File: src/rtl/wdog_pkg.sv
package wdog_pkg;

   typedef enum logic {
      SRC_TICK = 1'b0,
      SRC_BUS  = 1'b1
   } cnt_src_e;

   typedef struct packed {
      logic enable;
      logic long_to;
   } opt_t;

   function automatic int max_of4(input int a, input int b, input int c, input int d);
      int m;
      m = a;
      if (b > m) m = b;
      if (c > m) m = c;
      if (d > m) m = d;
      return m;
   endfunction

endpackage

File: src/rtl/wdog_once_reg.sv
module wdog_once_reg #(
   parameter int          WIDTH   = 1,
   parameter logic [WIDTH-1:0] RST_VAL = '0
) (
   input  logic             clk,
   input  logic             rst_n,
   input  logic             wr_hit,
   input  logic [WIDTH-1:0] wr_val,
   output logic [WIDTH-1:0] val_q,
   output logic             locked_q,
   output logic             first_wr
);

   assign first_wr = wr_hit && !locked_q;

   always_ff @(posedge clk) begin
      if (!rst_n) begin
         val_q    <= RST_VAL;
         locked_q <= 1'b0;
      end else if (first_wr) begin
         val_q    <= wr_val;
         locked_q <= 1'b1;
      end
   end

endmodule

File: src/rtl/wdog_limit_sel.sv
module wdog_limit_sel #(
   parameter int CNT_W          = 18,
   parameter int TICK_SHORT_EXP = 5,
   parameter int TICK_LONG_EXP  = 8,
   parameter int BUS_SHORT_EXP  = 13,
   parameter int BUS_LONG_EXP   = 18
) (
   input  wdog_pkg::cnt_src_e src,
   input  logic               long_to,
   output logic [CNT_W-1:0]   term
);
   import wdog_pkg::*;

   localparam logic [CNT_W-1:0] ONES   = {CNT_W{1'b1}};
   localparam logic [CNT_W-1:0] TERM_TS = ONES >> (CNT_W - TICK_SHORT_EXP);
   localparam logic [CNT_W-1:0] TERM_TL = ONES >> (CNT_W - TICK_LONG_EXP);
   localparam logic [CNT_W-1:0] TERM_BS = ONES >> (CNT_W - BUS_SHORT_EXP);
   localparam logic [CNT_W-1:0] TERM_BL = ONES >> (CNT_W - BUS_LONG_EXP);

   always_comb begin
      unique case ({src == SRC_BUS, long_to})
         2'b00:   term = TERM_TS;
         2'b01:   term = TERM_TL;
         2'b10:   term = TERM_BS;
         default: term = TERM_BL;
      endcase
   end

endmodule

File: src/rtl/wdog_counter.sv
module wdog_counter #(
   parameter int CNT_W = 18
) (
   input  logic             clk,
   input  logic             rst_n,
   input  logic             enable,
   input  logic             step,
   input  logic             restart,
   input  logic [CNT_W-1:0] term,
   output logic [CNT_W-1:0] cnt_q,
   output logic             expire_q
);

   always_ff @(posedge clk) begin
      if (!rst_n) begin
         cnt_q    <= '0;
         expire_q <= 1'b0;
      end else if (!enable || restart) begin
         cnt_q    <= '0;
         expire_q <= 1'b0;
      end else if (step) begin
         if (cnt_q >= term) begin
            cnt_q    <= '0;
            expire_q <= 1'b1;
         end else begin
            cnt_q    <= cnt_q + 1'b1;
            expire_q <= 1'b0;
         end
      end else begin
         expire_q <= 1'b0;
      end
   end

endmodule

File: src/rtl/wdog_guard.sv
module wdog_guard #(
   parameter int ADDR_W         = 4,
   parameter int DATA_W         = 8,
   parameter int OPT_ADDR       = 0,
   parameter int SRC_ADDR       = 1,
   parameter int STAT_ADDR      = 2,
   parameter int EN_BIT         = 1,
   parameter int LONG_BIT       = 0,
   parameter int SRC_BIT        = 0,
   parameter int TICK_SHORT_EXP = 5,
   parameter int TICK_LONG_EXP  = 8,
   parameter int BUS_SHORT_EXP  = 13,
   parameter int BUS_LONG_EXP   = 18
) (
   input  logic              clk,
   input  logic              rst_n,
   input  logic              wr_en,
   input  logic [ADDR_W-1:0] wr_addr,
   input  logic [DATA_W-1:0] wr_data,
   input  logic              tick_en,
   output logic              rst_req
);
   import wdog_pkg::*;

   localparam int CNT_W = max_of4(TICK_SHORT_EXP, TICK_LONG_EXP, BUS_SHORT_EXP, BUS_LONG_EXP);
   localparam logic [ADDR_W-1:0] A_OPT  = ADDR_W'(OPT_ADDR);
   localparam logic [ADDR_W-1:0] A_SRC  = ADDR_W'(SRC_ADDR);
   localparam logic [ADDR_W-1:0] A_STAT = ADDR_W'(STAT_ADDR);

   // elaboration-time parameter checks
   if (OPT_ADDR == SRC_ADDR || OPT_ADDR == STAT_ADDR || SRC_ADDR == STAT_ADDR) begin : g_bad_addr
      $error("wdog_guard: decoded addresses must differ");
   end
   if (OPT_ADDR >= (1 << ADDR_W) || SRC_ADDR >= (1 << ADDR_W) || STAT_ADDR >= (1 << ADDR_W)) begin : g_bad_aw
      $error("wdog_guard: address does not fit ADDR_W");
   end
   if (EN_BIT >= DATA_W || LONG_BIT >= DATA_W || SRC_BIT >= DATA_W || EN_BIT == LONG_BIT) begin : g_bad_bits
      $error("wdog_guard: field bit positions invalid");
   end
   if (TICK_SHORT_EXP < 1 || BUS_SHORT_EXP < 1 ||
       TICK_SHORT_EXP > TICK_LONG_EXP || BUS_SHORT_EXP > BUS_LONG_EXP) begin : g_bad_exp
      $error("wdog_guard: timeout exponents invalid");
   end

   // address decode
   logic hit_opt, hit_src, hit_stat;
   assign hit_opt  = wr_en && (wr_addr == A_OPT);
   assign hit_src  = wr_en && (wr_addr == A_SRC);
   assign hit_stat = wr_en && (wr_addr == A_STAT);

   wire unused_wdata = ^wr_data;

   // option register: enable and timeout length
   opt_t opt_wr, opt_q;
   logic opt_locked, opt_first;
   assign opt_wr = '{enable: wr_data[EN_BIT], long_to: wr_data[LONG_BIT]};

   wdog_once_reg #(
      .WIDTH   (2),
      .RST_VAL (2'b11)
   ) i_opt_reg (
      .clk      (clk),
      .rst_n    (rst_n),
      .wr_hit   (hit_opt),
      .wr_val   (opt_wr),
      .val_q    (opt_q),
      .locked_q (opt_locked),
      .first_wr (opt_first)
   );

   // source register: bus or tick counting
   logic src_bit_q, src_locked, src_first;

   wdog_once_reg #(
      .WIDTH   (1),
      .RST_VAL (1'b1)
   ) i_src_reg (
      .clk      (clk),
      .rst_n    (rst_n),
      .wr_hit   (hit_src),
      .wr_val   (wr_data[SRC_BIT]),
      .val_q    (src_bit_q),
      .locked_q (src_locked),
      .first_wr (src_first)
   );

   cnt_src_e src;
   assign src = cnt_src_e'(src_bit_q);

   logic [CNT_W-1:0] term;

   wdog_limit_sel #(
      .CNT_W          (CNT_W),
      .TICK_SHORT_EXP (TICK_SHORT_EXP),
      .TICK_LONG_EXP  (TICK_LONG_EXP),
      .BUS_SHORT_EXP  (BUS_SHORT_EXP),
      .BUS_LONG_EXP   (BUS_LONG_EXP)
   ) i_limit (
      .src     (src),
      .long_to (opt_q.long_to),
      .term    (term)
   );

   logic step, restart;
   assign step    = (src == SRC_BUS) ? 1'b1 : tick_en;
   assign restart = hit_stat || opt_first || src_first;

   logic [CNT_W-1:0] cnt_q;

   wdog_counter #(
      .CNT_W (CNT_W)
   ) i_cnt (
      .clk      (clk),
      .rst_n    (rst_n),
      .enable   (opt_q.enable),
      .step     (step),
      .restart  (restart),
      .term     (term),
      .cnt_q    (cnt_q),
      .expire_q (rst_req)
   );

endmodule

File: config.mk
export PLATFORM = sky130hd
export DESIGN_NAME = wdog_guard
export DESIGN_NICKNAME = d
export VERILOG_FILES = /design/src/rtl/wdog_pkg.sv /design/src/rtl/wdog_once_reg.sv /design/src/rtl/wdog_limit_sel.sv /design/src/rtl/wdog_counter.sv /design/src/rtl/wdog_guard.sv
export SDC_FILE = /design/constraint.sdc
export NUM_CORES = 1
export LEC_CHECK = 0
export ABC_AREA = 1
export BUFFER_PORTS_ARGS = -buffer_cell sky130_fd_sc_hd__buf_2
export CAP_MARGIN = 20
export CELL_PAD_IN_SITES_DETAIL_PLACEMENT = 1
export CELL_PAD_IN_SITES_GLOBAL_PLACEMENT = 1
export CORE_ASPECT_RATIO = 0.75
export CORE_MARGIN = 3
export CORE_UTILIZATION = 47
export CTS_BUF_LIST = sky130_fd_sc_hd__clkbuf_4
export CTS_CLUSTER_DIAMETER = 30
export DETAILED_ROUTE_END_ITERATION = 10
export GPL_ROUTABILITY_DRIVEN = 1
export PLACE_DENSITY = 0.87
export SKIP_CTS_REPAIR_TIMING = 1
export SLEW_MARGIN = 40
export SYNTH_ARGS = -nofsm -noshare
export SYNTH_HDL_FRONTEND = slang
export SYNTH_HIERARCHICAL = 1
export SYNTH_SLANG_ARGS = --single-unit
File: constraint.sdc
create_clock -name clk -period 3.53 [get_ports clk]
set_input_delay 0.1765 -clock clk [delete_from_list [all_inputs] [get_ports clk]]
set_output_delay 0.1765 -clock clk [all_outputs]
set_load 0.01 [all_outputs]
==> flow_metrics.py, run 1 <==
metrics = {
    "finish": {
        "instances_no_fill": 318,
        "layout.nets": 305,
        "syn2layout_area_growth_pct": 0.6144,
        "multi_input_area_mm2": 0.001037,
        "utilization": 0.5249,
        "fillCellCount": 514,
        "regArea_um2": 480.5,
        "design_area_mm2": 0.001844,
        "antennaDiodeCount": 0,
        "layout-drive-gt1-share": 0.1119,
    },
    "min_path": {
        "hold_class": "primary input to flop",
    },
    "worst_setup_path": {
        "critPathSlowestCell": "dfxtp_1",
        "path_cells": "nand2_1 -> inv_1 -> inv_1 -> ha_1 -> nand2_1 -> nor2_2 -> nand3_1 -> nor2_1 -> nor2_1 -> nand3_1 -> nand2_2 -> nand2_4 -> nor2_1",
        "crit_top_cell": "nor2_1",
        "max_stage_delay_ns": 0.54,
        "critPathLaunchType": "flop",
        "critPathKind": "flop to flop",
        "crit_fanout": 18,
        "cp-end-kind": "flop",
        "critPathArrivalTime_ns": 2.38,
        "required_ns": 3.74,
    },
    "placement": {
        "dpl.hpwl_um": 2936,
        "place_area_mm2": 0.001822,
        "pre_cts_slack_ns": 1.346,
        "port_buffers": 10,
        "place_inst": 315,
        "gp_congestion": 0.7794,
    },
    "sta": {
        "finalClockSkew_ns": 0.004687,
        "finalSetupViolCount": 0,
        "setup_ws_ns": 1.367,
        "hold_violations": 0,
        "tns_ns": 0,
        "finalCritPeriodShare": 0.6128,
        "clock.fmax_ghz": 0.4623,
        "post-route-min-period_ns": 2.163,
        "rsz0062_at_grt": "false",
        "slew_viol_final": 0,
    },
    "global_route": {
        "grt_max_degree": 19,
        "grt_util_all_layers": 0.1793,
        "grt_pass1_vias": 1523,
        "grt_pass1_wl_um": 6658,
        "grt_overflow_total": 0,
        "grt_antenna_before_repair": 0,
    },
    "route": {
        "vias": 1483,
        "drc": 0,
        "drtPass1Iterations": 4,
        "wl_per_cell_um": 11.52,
        "antenna_left": 0,
        "drt_iter0_markers": 34,
        "routed_via_density": 4.664,
        "routed_wl_um": 3664,
    },
    "floorplan": {
        "fp.dieW_um": 78.11,
        "ios": 17,
        "core_area_mm2": 0.003513,
        "die_h_um": 60.09,
        "rows": 18,
        "die_area_mm2": 0.004693,
        "initial_core_util": 0.5217,
    },
    "synth": {
        "yosys_warnings": 6,
        "ys_ff_latch": 24,
        "yosysSeqAreaShare": 0.2621,
        "syn_inst": 269,
        "syn_area_mm2": 0.001833,
        "syn_avg_cell_area_um2": 6.814,
        "synth_cell_type_count": 27,
    },
    "power": {
        "clock_power_share": 0.268,
        "comb_power_share": 0.107,
        "p_int_uw": 334.7,
        "p_switching_uw": 117.2,
        "p_sw_frac": 0.2594,
        "power_density_mw_per_mm2": 245.0,
        "vdd_drop_max_mv": 0.1322,
        "share_seq_of_total_power": 0.626,
        "p_leak_uw": 0.001035,
    },
    "clocking": {
        "cts-buffers-inserted": 3,
        "cts_tree": "done",
        "clk_path_buf_depth": 2,
        "cts_root_buffer": "clkbuf_4",
        "clock_latency_ns": 0.31,
        "ctsHtreeMaxLevel": 1,
        "clk_pin_slew_worst_paths_ns": 0.13,
        "cts_num_sinks": 24,
    },
    "outcome": {
        "outcome": "completed",
    },
    "run": {
        "drv_cap": 0,
    },
}
-- routing by layer --
metal | GRT usage | share of wire | up-vias
li1 | - | - | 793
met1 | 0.2153 | 0.49 | 680
met2 | 0.3390 | 0.49 | 8
met3 | 0.04066 | 0.021 | 2
met4 | 0.02244 | 0.0049 | 0
met5 | 0 | 0 | -
-- power by group through the flow --
stage	registers [uW]	clock network [uW]	logic (uW)
finish	283	121	48.2
global route	284	140	58.6
global placement	288	0	46.0
floorplan	286	0	44.0
detailed placement	289	0	48.5
CTS	283	132	48.7
-- synth_stat cells --
cell type  instances  area, um2
dfxtp_1           24      480.5
nor2_4             1      11.26
o21a_1             2      15.01
conb_1             1      3.750
a21boi_2           1      11.26
mux2i_1            1      10.01
buf_6              2      22.52
xnor2_1            5      43.79
o21ai_0            1      5.000
nand2_2            4      25.02
a21o_1             1      7.510
ha_1              19      237.7
nand3_1           14      70.07
a21oi_1            5      25.02
nor2_2             5      31.28
nand4_1            5      31.28
clkbuf_1           1      3.750
o21ai_1            1      5.000
nor3_2             1      10.01
nand3_2            2      20.02
nand2_1           54      202.7
buf_4             15      112.6
or2_2              1      6.260
inv_1             51      191.4
nor2_1            42      157.7
nand2_4            2      22.52
xor2_1             8      70.07
-- state kept, by name (all words and copies together) (netlist names) --
register and flops:
i_src_reg/locked_q 1, i_cnt/expire_q 1, i_opt_reg/locked_q 1, i_cnt/cnt_q 18
i_src_reg/val_q 1, i_opt_reg/val_q 2
-- cell usage in the layout (no fill, tap or decap), types with 2 or more instances in the layout --
| cell type | instances |
|---|---|
| o21a_1 | 2 |
| nand3_2 | 2 |
| inv_1 | 51 |
| nand2_1 | 54 |
| a21oi_1 | 5 |
| nand2_4 | 2 |
| ha_1 | 19 |
| xor2_1 | 8 |
| conb_1 | 5 |
| xnor2_1 | 5 |
| buf_2 | 10 |
| clkbuf_4 | 3 |
| nor2_1 | 42 |
| nand4_1 | 5 |
| nor2_2 | 5 |
| nand2_2 | 4 |
| nand3_1 | 14 |
| dfxtp_1 | 24 |
-- critical path, delay by kind of cell, from the launching register on --
family                   cells  cell delay (ns)
buffers and inverters        2             0.21
adder cells (fa/ha/maj)      1             0.29
AND/OR/NAND/NOR             10             1.03
flip-flops                   1             0.54
-- worst paths after layout --
| kind | cells after the start | slack [ns] | from | end |
|---|---|---|---|---|
| worst min-delay path | 3 | 0.09 | wr_data[1] | i_opt_reg/val_q[1]$_SDFFE_PN1P_ |
| worst max-delay path | 13 | 1.37 | i_src_reg/val_q$_SDFFE_PN1P_ | i_cnt/cnt_q[7]$_SDFFE_PP0P_ |
| worst min register to register | 1 | 0.49 | i_src_reg/locked_q$_SDFFE_PN0P_ | i_src_reg/locked_q$_SDFFE_PN0P_ |
| worst max register to register | 13 | 1.37 | i_src_reg/val_q$_SDFFE_PN1P_ | i_cnt/cnt_q[7]$_SDFFE_PP0P_ |
-- layout make-up --
class                           instances  area share
Tap cell                               50     0.03392
Inverter                               51      0.1038
Clock buffer                            3     0.01221
Timing Repair Buffer                   10     0.02714
Sequential cell                        24      0.2605
Multi-Input combinational cell        180      0.5624
-- kinds of logic after synthesis --
group / after synthesis / synth area share
DFF: 24 / 0.2621
other: 1 / 0.002046
buffers and inverters: 69 / 0.1802
xor gates and xnor gates: 13 / 0.06212
muxes: 1 / 0.005461
adders and majority gates: 19 / 0.1297
and+or+nand+nor: 131 / 0.3208
AOI/OAI and AO/OA: 11 / 0.03753
-- per-stage QoR --
stage / total power [uW] / hold WS, ns
final: 451.9 / 0.09216
after global routing: 482.4 / 0.09036
after CTS: 463.4 / 0.07916
after detailed placement: 337.5 / 0.4213
after global placement: 334.0 / 0.4178
after floorplan: 330.1 / 0.2487
(Power assumes the default switching activity.)
==> inputs of run 2 (changes only) <==
--- a/config.mk
+++ b/config.mk
@@ -12,12 +12,12 @@
 export CELL_PAD_IN_SITES_GLOBAL_PLACEMENT = 1
 export CORE_ASPECT_RATIO = 0.75
 export CORE_MARGIN = 3
-export CORE_UTILIZATION = 47
+export CORE_UTILIZATION = 44
 export CTS_BUF_LIST = sky130_fd_sc_hd__clkbuf_4
 export CTS_CLUSTER_DIAMETER = 30
 export DETAILED_ROUTE_END_ITERATION = 10
 export GPL_ROUTABILITY_DRIVEN = 1
-export PLACE_DENSITY = 0.87
+export PLACE_DENSITY = 0.82
 export SKIP_CTS_REPAIR_TIMING = 1
 export SLEW_MARGIN = 40
 export SYNTH_ARGS = -nofsm -noshare
==> constraint.sdc (replaced) <==
create_clock -name clk -period 2.2 [get_ports clk]
set_input_delay 0.11 -clock clk [delete_from_list [all_inputs] [get_ports clk]]
set_output_delay 0.11 -clock clk [all_outputs]
set_load 0.01 [all_outputs]
==> run 2 against run 1 <==
Sequential share of layout area decreased by 0.76 points. Largest power group unchanged. Fmax increased by 9.2%. Die area grew 6.2%. Combinational power increased by 78%. Critical path depth stayed put. Worst setup slack got worse by 1.1 ns. Via count is essentially flat. Count of clock-buffer cells in the layout is the same. Clock power grew to 2.7 times the previous value.
==> flow_metrics.py, run 2 (synthesis gave the netlist of run 1 again) <==
metrics = {
    "finish": {
        "layout-drive-gt1-share": 0.1218,
        "layout_commonest_cell": "nand2_1",
        "syn2layout_area_growth_pct": 3.891,
        "layout.nets": 307,
        "reg_top3": "i_cnt/cnt_q (18), i_opt_reg/val_q (2)",
        "layout_common_cells": "54 x nand2_1, 51 x inv_1, 42 x nor2_1",
        "design_area_mm2": 0.001904,
        "largest_register_ffs": 18,
        "antennaDiodeCount": 0,
        "top_register": "i_cnt/cnt_q",
    },
    "floorplan": {
        "die_h_um": 61.90,
        "initial_core_util": 0.4789,
        "fp.dieW_um": 80.53,
        "die_area_mm2": 0.004984,
        "rows": 19,
        "core_area_mm2": 0.003827,
        "ios": 17,
    },
    "worst_setup_path": {
        "critPathSlowestCell": "dfxtp_1",
        "critPathArrivalTime_ns": 2.22,
        "path_cells": "nand2_1 -> inv_1 -> inv_1 -> ha_1 -> nand2_1 -> nor2_2 -> nand3_1 -> nor2_1 -> nor2_1 -> nand3_1 -> nand2_2 -> nand2_8 -> nor2_1",
        "path_buf_inv": 2,
        "reg2reg_depth": 13,
        "cp_top_family": "simple AND/OR/NAND/NOR gates",
        "cp.depth": 13,
        "required_ns": 2.44,
        "max_stage_delay_ns": 0.39,
        "crit_fanout": 18,
        "crit_top_cell": "nor2_1",
        "cp-end-kind": "flop",
        "critPathKind": "flop to flop",
        "critPathLaunchType": "flop",
    },
    "run": {
        "drv_cap": 0,
    },
    "global_route": {
        "grtUsageMet2": 0.2783,
        "grt_overflow_total": 0,
        "grt_util_met3": 0.03026,
        "grt_antenna_before_repair": 0,
        "grt_pass1_wl_um": 6534,
        "grt_pass1_vias": 1438,
        "grt_max_degree": 19,
        "top_usage_layer": "met2",
        "grtUsageMet1": 0.2426,
        "grt_util_all_layers": 0.1718,
    },
    "clocking": {
        "cts_tree": "done",
        "cts_num_sinks": 24,
        "ctsHtreeMaxLevel": 1,
        "cts-buffers-inserted": 3,
        "clk_pin_slew_worst_paths_ns": 0.13,
        "clock_latency_ns": 0.33,
        "cts_root_buffer": "clkbuf_4",
        "clk_path_buf_depth": 2,
    },
    "route": {
        "routed_wl_um": 3870,
        "drt_iter0_markers": 48,
        "antenna_left": 0,
        "vias": 1484,
        "drc": 0,
        "drtPass1Iterations": 4,
        "wl_per_cell_um": 11.98,
        "routed_via_density": 4.594,
    },
    "min_path": {
        "hold_class": "primary input to flop",
        "whs_path_depth": 3,
    },
    "placement": {
        "port_buffers": 10,
        "gp_congestion": 0.7347,
        "dpl.hpwl_um": 3151,
        "place_area_mm2": 0.001832,
    },
    "sta": {
        "slew_viol_final": 0,
        "finalClockSkew_ns": 0.003611,
        "hold_violations": 0,
        "finalSetupViolCount": 0,
        "post-route-min-period_ns": 1.982,
        "rsz0062_at_grt": "false",
        "finalCritPeriodShare": 0.9008,
        "clock.fmax_ghz": 0.5046,
        "tns_ns": 0,
    },
    "outcome": {
        "outcome": "completed",
    },
    "power": {
        "vdd_drop_max_mv": 0.3077,
        "p_leak_uw": 0.001059,
        "power_density_mw_per_mm2": 453.9,
    },
}
[run 2: through the flow]
step	hold WS, ns	total power [uW]	util	worst slack [ns]	std cells
4_1_cts	-0.009583	875.8	0.4923	0.1045	322
2_1_floorplan	0.1822	529.6	-	0.3360	273
3_5_place_dp	0.3562	543.1	0.4786	0.1312	318
3_3_place_gp	0.3529	540.2	0.4786	0.1697	318
5_1_grt	0.03218	908.1	0.4975	0.02128	323
6_report	0.03351	864.3	0.4975	0.2181	323
[run 2: area by class of cell]
type	count	area, um2
fillers	530	1923
multi-input cells	180	1046
flip-flops and latches	24	481.7
inverters	51	191.4
repair buffers	12	67.56
well taps	52	65.06
clock inverters	1	30.03
clock buffers	3	22.52
[run 2: routing by layer]
metal,vias up,share of wire
met2,7,0.41
met5,-,0
met1,672,0.56
met3,6,0.012
li1,799,-
met4,0,0.015
[run 2: power breakdown]
group | switching, uW | internal (uW) | leakage [uW] | total [uW]
Clock | 142 | 184 | 0.0000279 | 327
Sequential | 9.54 | 443 | 0.000194 | 452
Combinational | 51.9 | 33.7 | 0.000837 | 85.6
[run 2: worst paths after layout]
kind / from / endpoint / slack, ns
worst max register to register: i_opt_reg/val_q[0]$_SDFFE_PN1P_ / i_cnt/cnt_q[1]$_SDFFE_PP0P_ / 0.22
worst min register to register: i_opt_reg/locked_q$_SDFFE_PN0P_ / i_opt_reg/locked_q$_SDFFE_PN0P_ / 0.48
worst max-delay path: i_opt_reg/val_q[0]$_SDFFE_PN1P_ / i_cnt/cnt_q[1]$_SDFFE_PP0P_ / 0.22
worst min-delay path: wr_data[0] / i_opt_reg/val_q[0]$_SDFFE_PN1P_ / 0.03
[run 2: worst register-to-register path: cells and delay by family, from the launching register on]
family        cells  cell delay, ns
fa+ha+maj         1            0.29
buf+inv           2            0.19
flops             1            0.39
simple gates     10            1.02
==> inputs of run 3 (changes only) <==
--- a/config.mk
+++ b/config.mk
@@ -5,19 +5,19 @@
 export SDC_FILE = /design/constraint.sdc
 export NUM_CORES = 1
 export LEC_CHECK = 0
-export ABC_AREA = 1
+export ABC_AREA = 0
 export BUFFER_PORTS_ARGS = -buffer_cell sky130_fd_sc_hd__buf_2
 export CAP_MARGIN = 20
 export CELL_PAD_IN_SITES_DETAIL_PLACEMENT = 1
 export CELL_PAD_IN_SITES_GLOBAL_PLACEMENT = 1
 export CORE_ASPECT_RATIO = 0.75
 export CORE_MARGIN = 3
-export CORE_UTILIZATION = 44
+export CORE_UTILIZATION = 46
 export CTS_BUF_LIST = sky130_fd_sc_hd__clkbuf_4
 export CTS_CLUSTER_DIAMETER = 30
 export DETAILED_ROUTE_END_ITERATION = 10
 export GPL_ROUTABILITY_DRIVEN = 1
-export PLACE_DENSITY = 0.82
+export PLACE_DENSITY = 0.81
 export SKIP_CTS_REPAIR_TIMING = 1
 export SLEW_MARGIN = 40
 export SYNTH_ARGS = -nofsm -noshare
==> run 3 against run 2 <==
Power down 11%. Synthesized area is 6.8% lower. Global-route usage grew 2.3 points. Clock skew increased by 0.017 ns. The run now ends with setup timing left. Worst setup slack lost 0.39 ns. Wire length increased by 36%. Via count down 0.74%. Sequential share of layout area decreased by 1.8 points. Cell count decreased by 19%. Sequential cell count unchanged.
==> flow_metrics.py, run 3 <==
metrics = {
    "worst_setup_path": {
        "regToRegSetupSlack_ns": -0.17,
        "cp_top_family": "simple AND/OR/NAND/NOR gates",
        "regToRegEndpoint": "i_cnt/cnt_q[10]$_SDFFE_PP0P_",
        "critPathArrivalTime_ns": 2.59,
        "reg2reg_depth": 11,
        "path_buf_inv": 3,
        "critPathSlowestCell": "dfxtp_2",
        "rr_startpoint": "i_src_reg/val_q$_SDFFE_PN1P_",
        "startpoint": "i_src_reg/val_q$_SDFFE_PN1P_",
        "required_ns": 2.42,
        "crit_end": "i_cnt/cnt_q[10]$_SDFFE_PP0P_",
        "cp-end-kind": "flop",
        "crit_fanout": 7,
        "cp.depth": 11,
        "path_cells": "and2_4 -> inv_1 -> ha_4 -> nand4_1 -> or2_4 -> nor3_4 -> a211oi_4 -> buf_6 -> o21bai_4 -> clkbuf_16 -> nor2_2",
        "critPathKind": "flop to flop",
        "critPathLaunchType": "flop",
        "max_stage_delay_ns": 0.37,
    },
    "floorplan": {
        "die_h_um": 58.77,
        "ios": 17,
        "rows": 18,
        "die_area_mm2": 0.004488,
        "initial_core_util": 0.4989,
        "core_area_mm2": 0.003423,
        "fp.dieW_um": 76.36,
    },
    "clocking": {
        "cts_root_buffer": "clkbuf_4",
        "clock_latency_ns": 0.33,
        "clk_pin_slew_worst_paths_ns": 0.12,
        "ctsHtreeMaxLevel": 1,
        "clk_path_buf_depth": 2,
        "cts-buffers-inserted": 3,
        "cts_num_sinks": 24,
        "cts_tree": "done",
    },
    "route": {
        "vias": 1473,
        "drtPass1Iterations": 6,
        "antenna_left": 0,
        "drt_iter0_markers": 61,
        "drc": 0,
        "wl_per_cell_um": 20.05,
        "routed_via_density": 5.622,
        "routed_wl_um": 5253,
    },
    "finish": {
        "antennaDiodeCount": 0,
        "largest_register_ffs": 18,
        "design_area_mm2": 0.002058,
        "layout_commonest_cell": "dfxtp_1",
        "reg_top3": "i_cnt/cnt_q (18), i_opt_reg/val_q (2)",
        "layout_common_cells": "22 x dfxtp_1, 17 x inv_1, 12 x nor2_1, 12 x nand2_1, 11 x ha_1",
        "instances_no_fill": 262,
        "syn2layout_area_growth_pct": 20.51,
        "layout.nets": 249,
        "layout-drive-gt1-share": 0.3538,
        "top_register": "i_cnt/cnt_q",
    },
    "sta": {
        "clock.fmax_ghz": 0.4223,
        "hold_violations": 0,
        "rsz0062_at_grt": "true",
        "setup_ws_ns": -0.1678,
        "slew_viol_final": 0,
        "finalClockSkew_ns": 0.02102,
        "finalSetupViolCount": 18,
        "hold_slack_ns": 0.03076,
        "finalCritPeriodShare": 1.076,
        "post-route-min-period_ns": 2.368,
    },
    "synth": {
        "synth_cell_type_count": 43,
        "yosysMostFrequentCell": "dfxtp_1",
        "syn_area_mm2": 0.001708,
        "ys_ff_latch": 24,
        "synth_top_cell_area_share": 0.2813,
        "synth_area_leader_cell": "dfxtp_1",
        "ys_top_cells_by_area": "dfxtp_1 28%, ha_1 14%, buf_4 6.6%, inv_1 5.1%, xor2_1 4.1%",
        "syn_inst": 197,
        "yosysSeqAreaShare": 0.2813,
        "syn_avg_cell_area_um2": 8.669,
        "yosys_warnings": 6,
        "synthFlopType": "dfxtp_1",
        "synthArstFlopShare": 0,
        "synth_commonest_cells": "24 x dfxtp_1, 23 x inv_1, 19 x ha_1, 16 x nor2_1, 15 x buf_4",
        "synth_edf_count": 0,
    },
    "placement": {
        "port_buffers": 10,
        "place_area_mm2": 0.001753,
        "gp_congestion": 0.7993,
        "place_inst": 250,
        "dpl.hpwl_um": 3125,
    },
    "power": {
        "p_leak_uw": 0.0009741,
        "vdd_drop_max_mv": 0.2284,
        "p_switching_uw": 210.0,
        "clock_power_share": 0.264,
        "p_int_uw": 558.6,
        "power_density_mw_per_mm2": 373.4,
        "share_seq_of_total_power": 0.591,
        "comb_power_share": 0.145,
        "p_sw_frac": 0.2732,
    },
    "outcome": {
        "outcome": "finished, violations left",
        "violations": "setup timing",
    },
    "min_path": {
        "min_from": "rst_n",
        "hold_class": "primary input to flop",
    },
    "global_route": {
        "grt_max_degree": 15,
        "grt_pass1_vias": 1466,
        "grt_overflow_total": 0,
        "grt_util_all_layers": 0.1951,
        "grt_antenna_before_repair": 0,
        "grt_pass1_wl_um": 7065,
    },
    "run": {
        "drv_cap": 0,
    },
}
-- run 3: cell types whose count changed in the layout (fill, tap and decap cells not counted), moves of 8 or more --
cell | previous run | this run
inv_1 | 51 | 17
nor2_1 | 42 | 12
ha_1 | 19 | 11
nand2_1 | 54 | 12
ha_4 | 0 | 8
buf_4 | 1 | 9
-- run 3: cells by family (layout without fill, tap and decap cells) --
logic type,Yosys count,in the layout,share of synthesized area
flip-flops,24,24,0.2813
AND/OR/NAND/NOR,72,72,0.2535
AO/OA/AOI/OAI,27,27,0.1267
other,1,5,0.002196
buffers and inverters,40,51,0.1253
XOR/XNOR,14,14,0.07180
adder cells (fa/ha/maj),19,19,0.1392
-- run 3: how the worst min path moves through the flow --
stage	endpoint	slack (ns)	depth (start not counted)
finish	i_src_reg/val_q$_SDFFE_PN1P_	0.03	2
global placement	i_src_reg/val_q$_SDFFE_PN1P_	0.35	2
detailed placement	i_src_reg/val_q$_SDFFE_PN1P_	0.36	2
CTS	i_src_reg/val_q$_SDFFE_PN1P_	0.02	2
floorplan	i_src_reg/val_q$_SDFFE_PN1P_	0.17	1
global route	i_src_reg/val_q$_SDFFE_PN1P_	0.01	2
-- run 3: through the flow --
stage | TNS (ns) | utilization | setup slack [ns] | total power [uW]
floorplan | 0 | - | 0.07172 | 524.0
global placement | -1.123 | 0.5121 | -0.08725 | 532.3
detailed placement | -2.361 | 0.5121 | -0.1792 | 540.3
CTS | -2.940 | 0.5186 | -0.2031 | 739.7
global route | -3.932 | 0.6012 | -0.2376 | 805.6
finish | -2.235 | 0.6012 | -0.1678 | 768.6
-- run 3: metal layers --
metal  up-vias  share of wire  GRT usage
met5         -              0          0
met4         0          0.047    0.04134
met3        18          0.035    0.03517
met2        42           0.50     0.3855
met1       726           0.42     0.2228
li1        687              -          -
-- run 3: layout make-up --
cell class | count | area (um2)
flip-flops and latches | 24 | 483.0
well taps | 50 | 62.56
repair buffers | 25 | 207.7
inverters | 23 | 93.84
fillers | 398 | 1365
clock buffers | 3 | 22.52
multi-input cells | 137 | 1189
-- run 3: power by group through the flow --
stage | clock network [uW] | registers [uW] | logic (uW)
6_report | 203 | 454 | 112
5_1_grt | 227 | 455 | 123
4_1_cts | 208 | 452 | 79.2
2_1_floorplan | 0 | 459 | 65.4
3_5_place_dp | 0 | 462 | 78.6
3_3_place_gp | 0 | 461 | 71.6
